`config.mk`:
```
export PLATFORM = sky130hd
export DESIGN_NAME = serial_synth_cfg
export DESIGN_NICKNAME = d
export VERILOG_FILES = /design/src/rtl/synth_cfg_pkg.sv /design/src/rtl/pin_sync.sv /design/src/rtl/rise_det.sv /design/src/rtl/shift_in.sv /design/src/rtl/word_router.sv /design/src/rtl/serial_synth_cfg.sv
export SDC_FILE = /design/constraint.sdc
export NUM_CORES = 1
export LEC_CHECK = 0
export BUFFER_PORTS_ARGS = -buffer_cell sky130_fd_sc_hd__buf_2
export CAP_MARGIN = 20
export CORE_MARGIN = 3
export CORE_UTILIZATION = 59
export DETAILED_ROUTE_END_ITERATION = 12
export PLACE_DENSITY = 0.83
export SYNTH_ARGS = -nofsm -noshare
export SYNTH_HDL_FRONTEND = slang
export SYNTH_HIERARCHICAL = 1
export SYNTH_SLANG_ARGS = --single-unit
```
`constraint.sdc`:
```
create_clock -name clk -period 4.6 [get_ports clk]
set_input_delay 0.23 -clock clk [delete_from_list [all_inputs] [get_ports clk]]
set_output_delay 0.23 -clock clk [all_outputs]
set_load 0.05 [all_outputs]
```
`src/rtl/synth_cfg_pkg.sv`:
```
package synth_cfg_pkg;
  parameter int REF_W   = 14;
  parameter int SWL_W   = 7;
  parameter int MAIN_W  = 11;
  parameter int REF_MIN = 3;
  localparam int WORD_W = 1 + SWL_W + MAIN_W;
  localparam int REF_USED = 1 + REF_W + 1;

  typedef struct packed {
    logic             pre;
    logic [REF_W-1:0] div;
  } ref_cfg_t;

  typedef struct packed {
    logic [MAIN_W-1:0] main;
    logic [SWL_W-1:0]  swl;
  } prog_cfg_t;
endpackage

```
`src/rtl/pin_sync.sv`:
```
module pin_sync #(
  parameter int N      = 1,
  parameter int STAGES = 2
) (
  input  logic         clk,
  input  logic         rst_n,
  input  logic [N-1:0] pin,
  output logic [N-1:0] lvl
);
  logic [N-1:0] stg [STAGES];

  always_ff @(posedge clk or negedge rst_n) begin
    if (!rst_n) begin
      for (int i = 0; i < STAGES; i++) stg[i] <= '0;
    end else begin
      stg[0] <= pin;
      for (int i = 1; i < STAGES; i++) stg[i] <= stg[i-1];
    end
  end

  assign lvl = stg[STAGES-1];
endmodule

```
`src/rtl/rise_det.sv`:
```
module rise_det #(
  parameter int N = 1
) (
  input  logic         clk,
  input  logic         rst_n,
  input  logic [N-1:0] lvl,
  output logic [N-1:0] rise
);
  for (genvar g = 0; g < N; g++) begin : g_bit
    logic prev;
    always_ff @(posedge clk or negedge rst_n) begin
      if (!rst_n) prev <= 1'b0;
      else        prev <= lvl[g];
    end
    assign rise[g] = lvl[g] & ~prev;
  end
endmodule

```
`src/rtl/shift_in.sv`:
```
module shift_in #(
  parameter int W = 19
) (
  input  logic         clk,
  input  logic         rst_n,
  input  logic         step,
  input  logic         bit_in,
  output logic [W-1:0] word
);
  always_ff @(posedge clk or negedge rst_n) begin
    if (!rst_n)    word <= '0;
    else if (step) word <= {word[W-2:0], bit_in};
  end
endmodule

```
`src/rtl/word_router.sv`:
```
module word_router
  import synth_cfg_pkg::*;
#(
  parameter int MIN_DIV = REF_MIN
) (
  input  logic              clk,
  input  logic              rst_n,
  input  logic              commit,
  input  logic [WORD_W-1:0] word,
  output ref_cfg_t          ref_q,
  output prog_cfg_t         prog_q,
  output logic              ref_upd,
  output logic              prog_upd
);
  ref_cfg_t  ref_nxt;
  prog_cfg_t prog_nxt;
  logic      is_ref;
  logic      ref_ok;

  assign is_ref        = word[0];
  assign ref_nxt.div   = word[REF_W:1];
  assign ref_nxt.pre   = word[REF_W+1];
  assign prog_nxt.swl  = word[SWL_W:1];
  assign prog_nxt.main = word[WORD_W-1:SWL_W+1];
  assign ref_ok        = ref_nxt.div >= REF_W'(MIN_DIV);

  always_ff @(posedge clk or negedge rst_n) begin
    if (!rst_n) begin
      ref_q    <= '0;
      prog_q   <= '0;
      ref_upd  <= 1'b0;
      prog_upd <= 1'b0;
    end else begin
      ref_upd  <= 1'b0;
      prog_upd <= 1'b0;
      if (commit) begin
        if (is_ref) begin
          if (ref_ok) begin
            ref_q   <= ref_nxt;
            ref_upd <= 1'b1;
          end
        end else begin
          prog_q   <= prog_nxt;
          prog_upd <= 1'b1;
        end
      end
    end
  end
endmodule

```
`src/rtl/serial_synth_cfg.sv`:
```
module serial_synth_cfg
  import synth_cfg_pkg::*;
#(
  parameter int SYNC_STAGES = 2,
  parameter int MIN_DIV     = REF_MIN
) (
  input  logic              clk,
  input  logic              rst_n,
  input  logic              ser_clk,
  input  logic              ser_data,
  input  logic              ser_load,
  output logic [REF_W-1:0]  ref_div,
  output logic              pre_sel,
  output logic [SWL_W-1:0]  swallow,
  output logic [MAIN_W-1:0] main_div,
  output logic              ref_upd,
  output logic              prog_upd
);
  logic [2:0]        pin_lvl;
  logic [1:0]        pin_rise;
  logic [WORD_W-1:0] word;
  ref_cfg_t          ref_q;
  prog_cfg_t         prog_q;

  // bit 2: load, bit 1: serial clock, bit 0: data
  pin_sync #(.N(3), .STAGES(SYNC_STAGES)) u_sync (
    .clk(clk), .rst_n(rst_n),
    .pin({ser_load, ser_clk, ser_data}),
    .lvl(pin_lvl)
  );

  rise_det #(.N(2)) u_rise (
    .clk(clk), .rst_n(rst_n),
    .lvl(pin_lvl[2:1]),
    .rise(pin_rise)
  );

  shift_in #(.W(WORD_W)) u_shift (
    .clk(clk), .rst_n(rst_n),
    .step(pin_rise[0]),
    .bit_in(pin_lvl[0]),
    .word(word)
  );

  word_router #(.MIN_DIV(MIN_DIV)) u_route (
    .clk(clk), .rst_n(rst_n),
    .commit(pin_rise[1]),
    .word(word),
    .ref_q(ref_q),
    .prog_q(prog_q),
    .ref_upd(ref_upd),
    .prog_upd(prog_upd)
  );

  assign ref_div  = ref_q.div;
  assign pre_sel  = ref_q.pre;
  assign swallow  = prog_q.swl;
  assign main_div = prog_q.main;
endmodule

```
Yosys cells after proc, flatten, opt, wreduce, memory -nomap -nowiden
Cells that the tools add are included.
- bits in registers: 62
- bits in latches: 0
- RAM bits: 0
- memory bits (read-only): 0
- input port bits: 5
- output and inout port bits: 35
- word-level logic and storage cells: 24
- memories: 0
- $add $sub $neg: 0
- multipliers: 0
- div/mod/pow operators: 0
- order comparisons: 1
- equal/unequal tests: 0
- shifts and indexed selects: 0
- muxes and demuxes: 5
- bitwise operators: 5
- reductions and logical operators: 2
- operator list (operator ; count):
    $ge A14 B2 Y1 const B ; 1
    $mux W1 ; 5
    $not A1 Y1 ; 3
    $reduce_and A3 Y1 ; 1
    $and A1 B1 Y1 ; 2
    $reduce_and A2 Y1 ; 1

Depth between registers and ports, before layout
Gate-level depths: netlist (run 1).
- depth in word-level cells: 4
- depth in mapped cells: 7
- depth with buffers taken out: 4

Modules after synthesis
Netlist (run 1), hierarchy kept.
- modules (own cells, without submodules) (module ; times used ; cells each ; area an instance (µm²) ; seq. area each (µm²)):
    word_router ; 1 ; 85 ; 1351.3 ; 875.8
    shift_in ; 1 ; 40 ; 758.2 ; 475.5
    pin_sync ; 1 ; 9 ; 172.7 ; 150.1
    rise_det ; 1 ; 4 ; 77.6 ; 50.0

Worst setup path before layout (run 1)
OpenSTA, ideal clock, no wires.
- path kind: reg-to-reg
- start: register u_shift.word[8]
- end: register u_route/ref_q[14] (netlist name)
- setup time: 0.125 ns
- arrival: 1.757 ns
- required time: 4.475 ns
- slack: 2.718 ns
- stages on the path, launching flop included: 4
- buffers on the path: 0
- period minus slack after synthesis: 1.882 ns
- cell sequence: dfrtp_1 > or4_4 > o41ai_4 > mux2_4
- longest elaborated chain between the ends: 2
- ends and longest elaborated chain (what ; line ; source):
    from (decl) ; shift_in.sv:8 ; output logic [W-1:0] word
    from (signal assigned) ; shift_in.sv:12 ; else if (step) word <= {word[W-2:0], bit_in};
    $ge A14 B2 Y1 ; word_router.sv:25 ; assign ref_ok = ref_nxt.div >= REF_W'(MIN_DIV);
    $reduce_and A3 Y1 (no line) ; - ;
No other way between the ends.
A chain may end at the register's enable or synchronous reset.

Worst setup path in the final report (run 1)
- start: register u_shift.word[14]
- end: register u_route/ref_q[14] (netlist name)
- longest elaborated chain between the ends: 2
- ends and longest elaborated chain (what ; line):
    $ge A14 B2 Y1 ; word_router.sv:25
    $reduce_and A3 Y1 (no line) ; -
No other way between the ends.

==> results of run 1 <==
==> critical path: stages, from the launching register on <==
cell	delay (ns)
dfrtp_1	0.42
or4_1	0.63
o41ai_4	0.79
mux2_4	0.35
==> worst paths after layout <==
check                           slack (ns)                    to
min in group clk                      0.35         u_sync/lvl[0]
worst max register to register        2.29     u_route/ref_q[14]
worst min-delay path                  0.05  u_rise/g_bit[0].prev
worst max-delay path                  2.29     u_route/ref_q[14]
worst min register to register        0.35         u_sync/lvl[0]
max in group asynchronous             4.07     u_route/prog_q[8]
==> power by group through the flow <==
stage          clock network [mW]  logic (mW)  registers, mW
3_5_place_dp                    0       0.811          0.878
6_report                    0.401       0.813          0.868
4_1_cts                     0.415       0.820          0.869
3_3_place_gp                    0       0.803          0.859
2_1_floorplan                   0       0.238           1.24
5_1_grt                     0.444       0.854          0.899
==> per-stage QoR <==
stage          util (%)  cells
5_1_grt           72.66    234
3_5_place_dp      67.42    216
3_3_place_gp      67.42    216
4_1_cts           72.66    234
2_1_floorplan         -    138
6_report          72.66    234
==> layer usage <==
layer | wire length (um) | vias to the layer above | global-route usage (%)
met4 | 40 | 0 | 8.677
li1 | - | 586 | -
met5 | 0 | - | 0
met2 | 2058 | 44 | 31.14
met3 | 242 | 4 | 8.841
met1 | 1798 | 665 | 25.20
==> state kept, by name, summed over array words and instances (netlist names) <==
| signal | flops |
|---|---|
| u_shift/word | 19 |
| u_route/prog_q | 18 |
| u_route/ref_q | 15 |
| u_sync/lvl | 3 |
| u_sync/stg | 3 |
| u_rise/g_bit.prev | 2 |
| u_route/prog_upd | 1 |
| u_route/ref_upd | 1 |
==> kinds of logic (layout without fill, tap and decap cells) <==
logic type	count (synthesis)	in the layout	synth area share (%)
buffers and inverters	12	60	3.711
AO/OA/AOI/OAI	16	16	6.787
flip-flops	62	62	65.75
AND/OR/NAND/NOR	10	10	3.871
multiplexers	38	38	19.88
==> what timing repair did <==
action / 4_1_cts / 5_1_grt
hold buffers: 3 / 0
endpoints found under the hold margin: 3 / 0
setup buffers: 0 / 0
==> area by class of cell <==
class / count / area, sq um / share of cell area (%)
sequential: 62 / 1551 / 56.62
multi-input combinational: 64 / 720.7 / 26.30
timing repair buffer: 43 / 232.7 / 8.493
clock inverter: 1 / 5.005 / 0.1826
clock buffer: 14 / 162.7 / 5.936
tap: 48 / 60.06 / 2.192
inverter: 2 / 7.507 / 0.2740
==> cells in the mapped netlist (all sizes together) <==
cell type,n
dfrtp,62
a22o,12
or4,5
o41ai,1
a32o,2
o31ai,1
buf,6
and2,2
nand2b,1
inv,2
clkbuf,4
mux2,38
nor2b,2
==> results_dict.tcl, run 1 <==
set metrics [dict create \
    cts.sinks 62 \
    fmax_mhz 433.3 \
    clock_power_share_pct 19.2 \
    setup_viol 0 \
    required_ns 4.82 \
    setup_tns_ns 0 \
    first_pass_iters 4 \
    route.detailed.drc 0 \
    final_cell_area_sq_mm 0.002740 \
    max-slew-margin-rel_pct 35.81 \
    io_pins 40 \
    hpwlAfterDp_um 2657 \
    yosysTopAreaCellShare_pct 65.75 \
    row_count 22 \
    p_leak_nw 1.402 \
    swShare_pct 42.23 \
    die_y_um 69.24 \
    avgRoutedWirePerCell_um 17.69 \
    num_vias 1299 \
    tritoncts "done" \
    hold_viol 0 \
    startpoint "u_shift/word[14]" \
    p_seq_share_pct 41.7 \
    htree_levels 3 \
    vdd_drop_max_mv 0.4729 \
    fin_crit_ns 2.308 \
    synthesis.area_sq_mm 0.002360 \
    numCtsBuffers 9 \
    rsz0062_at_grt "no" \
    finalHoldWorstSlack_ns 0.05186 \
    p_total_mw 2.081 \
    synth_nets 143 \
    cts_root_buf "clkbuf_8" \
    syn2layout_area_growth_pct 16.12 \
    drive_above_1_share_pct 51.08 \
    cp-start-kind "flop" \
    placed_area_sq_mm 0.002542 \
    place.gp.congestion 0.8430 \
    internal_power_mw 1.202 \
    drt_iter0_markers 48 \
    place_ws_ns 2.308 \
    io_buffers 39 \
    fin_ws_ns 2.292 \
    yosys.area.top_type "dfrtp_1" \
    critPathArrivalTime_ns 2.52 \
    dieArea_sq_mm 0.004794 \
    path_clk_slew_ns 0.06 \
    post_cts_resized 0 \
    ys_seq_area_share_pct 65.75 \
    grt_pass1_vias 1375 \
    max_slew.worst_pin.slew_ns 0.9629 \
    final_cell_mix "62 x dfrtp_1, 39 x buf_2, 27 x mux2_2" \
    p_sw_mw 0.8789 \
    yosys-top-cells-area "dfrtp_1 66%, mux2_2 13%, mux2_4 7.0%" \
    layout.cells.most_common "dfrtp_1" \
    antenna_found_initial 0 \
    drt-total-wl_um 4139 \
    grt_usage_pct 20.31 \
    clk_latency_ns 0.33 \
    core_area_sq_mm 0.003771 \
    start_util_pct 62.57 \
    viasPerCell 5.551 \
    cp_max_fo 14 \
    fillers 264 \
    drv_slew 0 \
    avgSynthCellArea_sq_um 17.10 \
    reg2reg_depth 3 \
    nets 187 \
    grt_max_degree 63 \
    cap_violations 0 \
    drtAntennaViolNets 0 \
    synth_cell_types 17 \
    status "finished clean" \
    diodes 0 \
    ys_ff_latch 62 \
    power_density_mw_per_mm2 759.4 \
    path_class "flop to flop" \
    skew_ns 0.004780 \
    grt.overflow.total 0 \
    syn_inst 138 \
    grt_pass1_wl_um 7314 \
    share_comb_of_total_power_pct 39.1 \
    crit_path_end_kind "flop" \
    reg2reg_from "u_shift/word[14]" \
    synth_warnings 6 \
    min-delay-path-class "input pin to async pin" \
    clockBufferDepth 2 \
    fp.dieW_um 69.24 \
    fin_crit_sh_pct 50.18 \
]
(Power assumes the default switching activity.)
==> inputs of run 2 (changes only) <==
- CORE_UTILIZATION: 59 -> 54
- PLACE_DENSITY: 0.83 -> 0.77
- clock period: 4.6 -> 2.3 ns (I/O delays scaled with it)
==> run 2 against run 1 <==
- wire length grew 5.2%
- maximum frequency grew 19%
- worst setup slack lost 1.9 ns
- flip-flop and latch count is the same
==> results_dict.tcl, run 2 (synthesis results as in run 1) <==
set metrics [dict create \
    slowest_stage "or4_1" \
    required_ns 2.56 \
    nets 193 \
    avgRoutedWirePerCell_um 18.14 \
    final_cell_area_sq_mm 0.002765 \
    grt_max_degree 42 \
    worst-path-stages 4 \
    io_pins 40 \
    drtAntennaViolNets 0 \
    drt_iter0_markers 54 \
    syn2layout_area_growth_pct 17.18 \
    start_util_pct 57.34 \
    path_cells "or4_1 -> o41ai_4 -> buf_4 -> a22o_1" \
    fin_crit_sh_pct 84.39 \
    cap_violations 0 \
    regMostFlops "u_shift/word" \
    diodes 0 \
    fmax_mhz 515.2 \
    antenna_found_initial 0 \
    postCtsSetupRepairBufs 0 \
    post_cts_resized 0 \
    num_vias 1327 \
    cp_max_fo 13 \
    layout.cells.most_common "dfrtp_1" \
    viasPerCell 5.529 \
    clk_latency_ns 0.33 \
    htree_levels 3 \
    tritoncts "done" \
    hold_viol 0 \
    crit_path_end_kind "flop" \
    place_ws_ns 0.3880 \
    fin_crit_ns 1.941 \
    placed_area_sq_mm 0.002582 \
    core_area_sq_mm 0.004115 \
    vdd_drop_max_mv 0.8832 \
    status "finished clean" \
    crit_family "simple AND/OR/NAND/NOR gates" \
    whs_path_depth 0 \
    grt_pass1_vias 1461 \
    grt_usage_pct 19.36 \
    final_cell_mix "62 x dfrtp_1, 39 x buf_2, 27 x mux2_2" \
    p_leak_nw 1.420 \
    skew_ns 0.003569 \
    power_density_mw_per_mm2 1486 \
    grt.overflow.total 0 \
    cp-start-kind "flop" \
    numCtsBuffers 9 \
    grt_pass1_wl_um 7417 \
    slowest_delay_ns 0.66 \
    hpwlAfterDp_um 2978 \
    row_count 23 \
    place.gp.congestion 0.7767 \
    io_buffers 39 \
    setup_tns_ns 0 \
    finalHoldWorstSlack_ns 0.3489 \
    cp.buffers_inverters 1 \
    dieArea_sq_mm 0.005199 \
    fp.dieW_um 72.11 \
    cts_root_buf "clkbuf_8" \
    max_slew.worst_pin.slew_ns 0.8679 \
    drive_above_1_share_pct 52.63 \
    reg2reg_depth 4 \
    top_regs "u_shift/word x19, u_route/prog_q x18, u_route/ref_q x15" \
    path_class "flop to flop" \
    clockBufferDepth 2 \
    setup_viol 0 \
    rsz0062_at_grt "no" \
    fin_ws_ns 0.3591 \
    min-delay-path-class "flop to flop" \
    first_pass_iters 4 \
    path_clk_slew_ns 0.06 \
    route.detailed.drc 0 \
    cts.sinks 62 \
    drt-total-wl_um 4353 \
    drv_slew 0 \
    die_y_um 72.11 \
    largest_reg_flops 19 \
    max-slew-margin-rel_pct 42.14 \
    critPathArrivalTime_ns 2.20 \
]
==> run 2: routing by layer <==
metal	up-vias	track usage [%]	wire length [um]
met4	0	6.889	61
li1	598	-	-
met3	8	7.479	265
met2	43	28.72	2087
met5	-	0	0
met1	678	26.15	1938
==> run 2: report_power, final <==
group,switching [mW],internal (mW)
Combinational,1.11,0.518
Clock,0.363,0.366
Sequential,0.306,1.45
==> run 2: through the flow <==
| stage | cells | total power [mW] | util (%) |
|---|---|---|---|
| after global routing | 240 | 4.310 | 67.19 |
| after global placement | 223 | 3.339 | 62.75 |
| after floorplan | 138 | 2.964 | - |
| after CTS | 240 | 4.147 | 67.19 |
| final | 240 | 4.108 | 67.19 |
| after detailed placement | 223 | 3.397 | 62.75 |
==> run 2: layout make-up <==
| type | count | area [sq um] |
|---|---|---|
| inverters | 2 | 7.507 |
| well taps | 50 | 62.56 |
| multi-input cells | 64 | 720.7 |
| clock inverters | 3 | 15.01 |
| clock buffers | 10 | 127.6 |
| flip-flops and latches | 62 | 1551 |
| fillers | 290 | 1350 |
| repair buffers | 49 | 280.3 |
==> run 2: path summary, 6_finish.rpt <==
kind                                  start           endpoint  slack, ns
max reg2reg                u_shift/word[14]  u_route/ref_q[10]       0.36
max                        u_shift/word[14]  u_route/ref_q[10]       0.36
min in group asynchronous             rst_n      u_sync/stg[5]       0.44
min                           u_sync/stg[3]      u_sync/lvl[0]       0.35
max in group asynchronous             rst_n  u_route/prog_q[1]       1.15
min reg2reg                   u_sync/stg[3]      u_sync/lvl[0]       0.35
==> run 2: timing repair <==
action                                  in CTS  in global routing
endpoints found under the setup margin       0                  0
hold buffers                                 4                  0
hold endpoints to repair                    42                  0
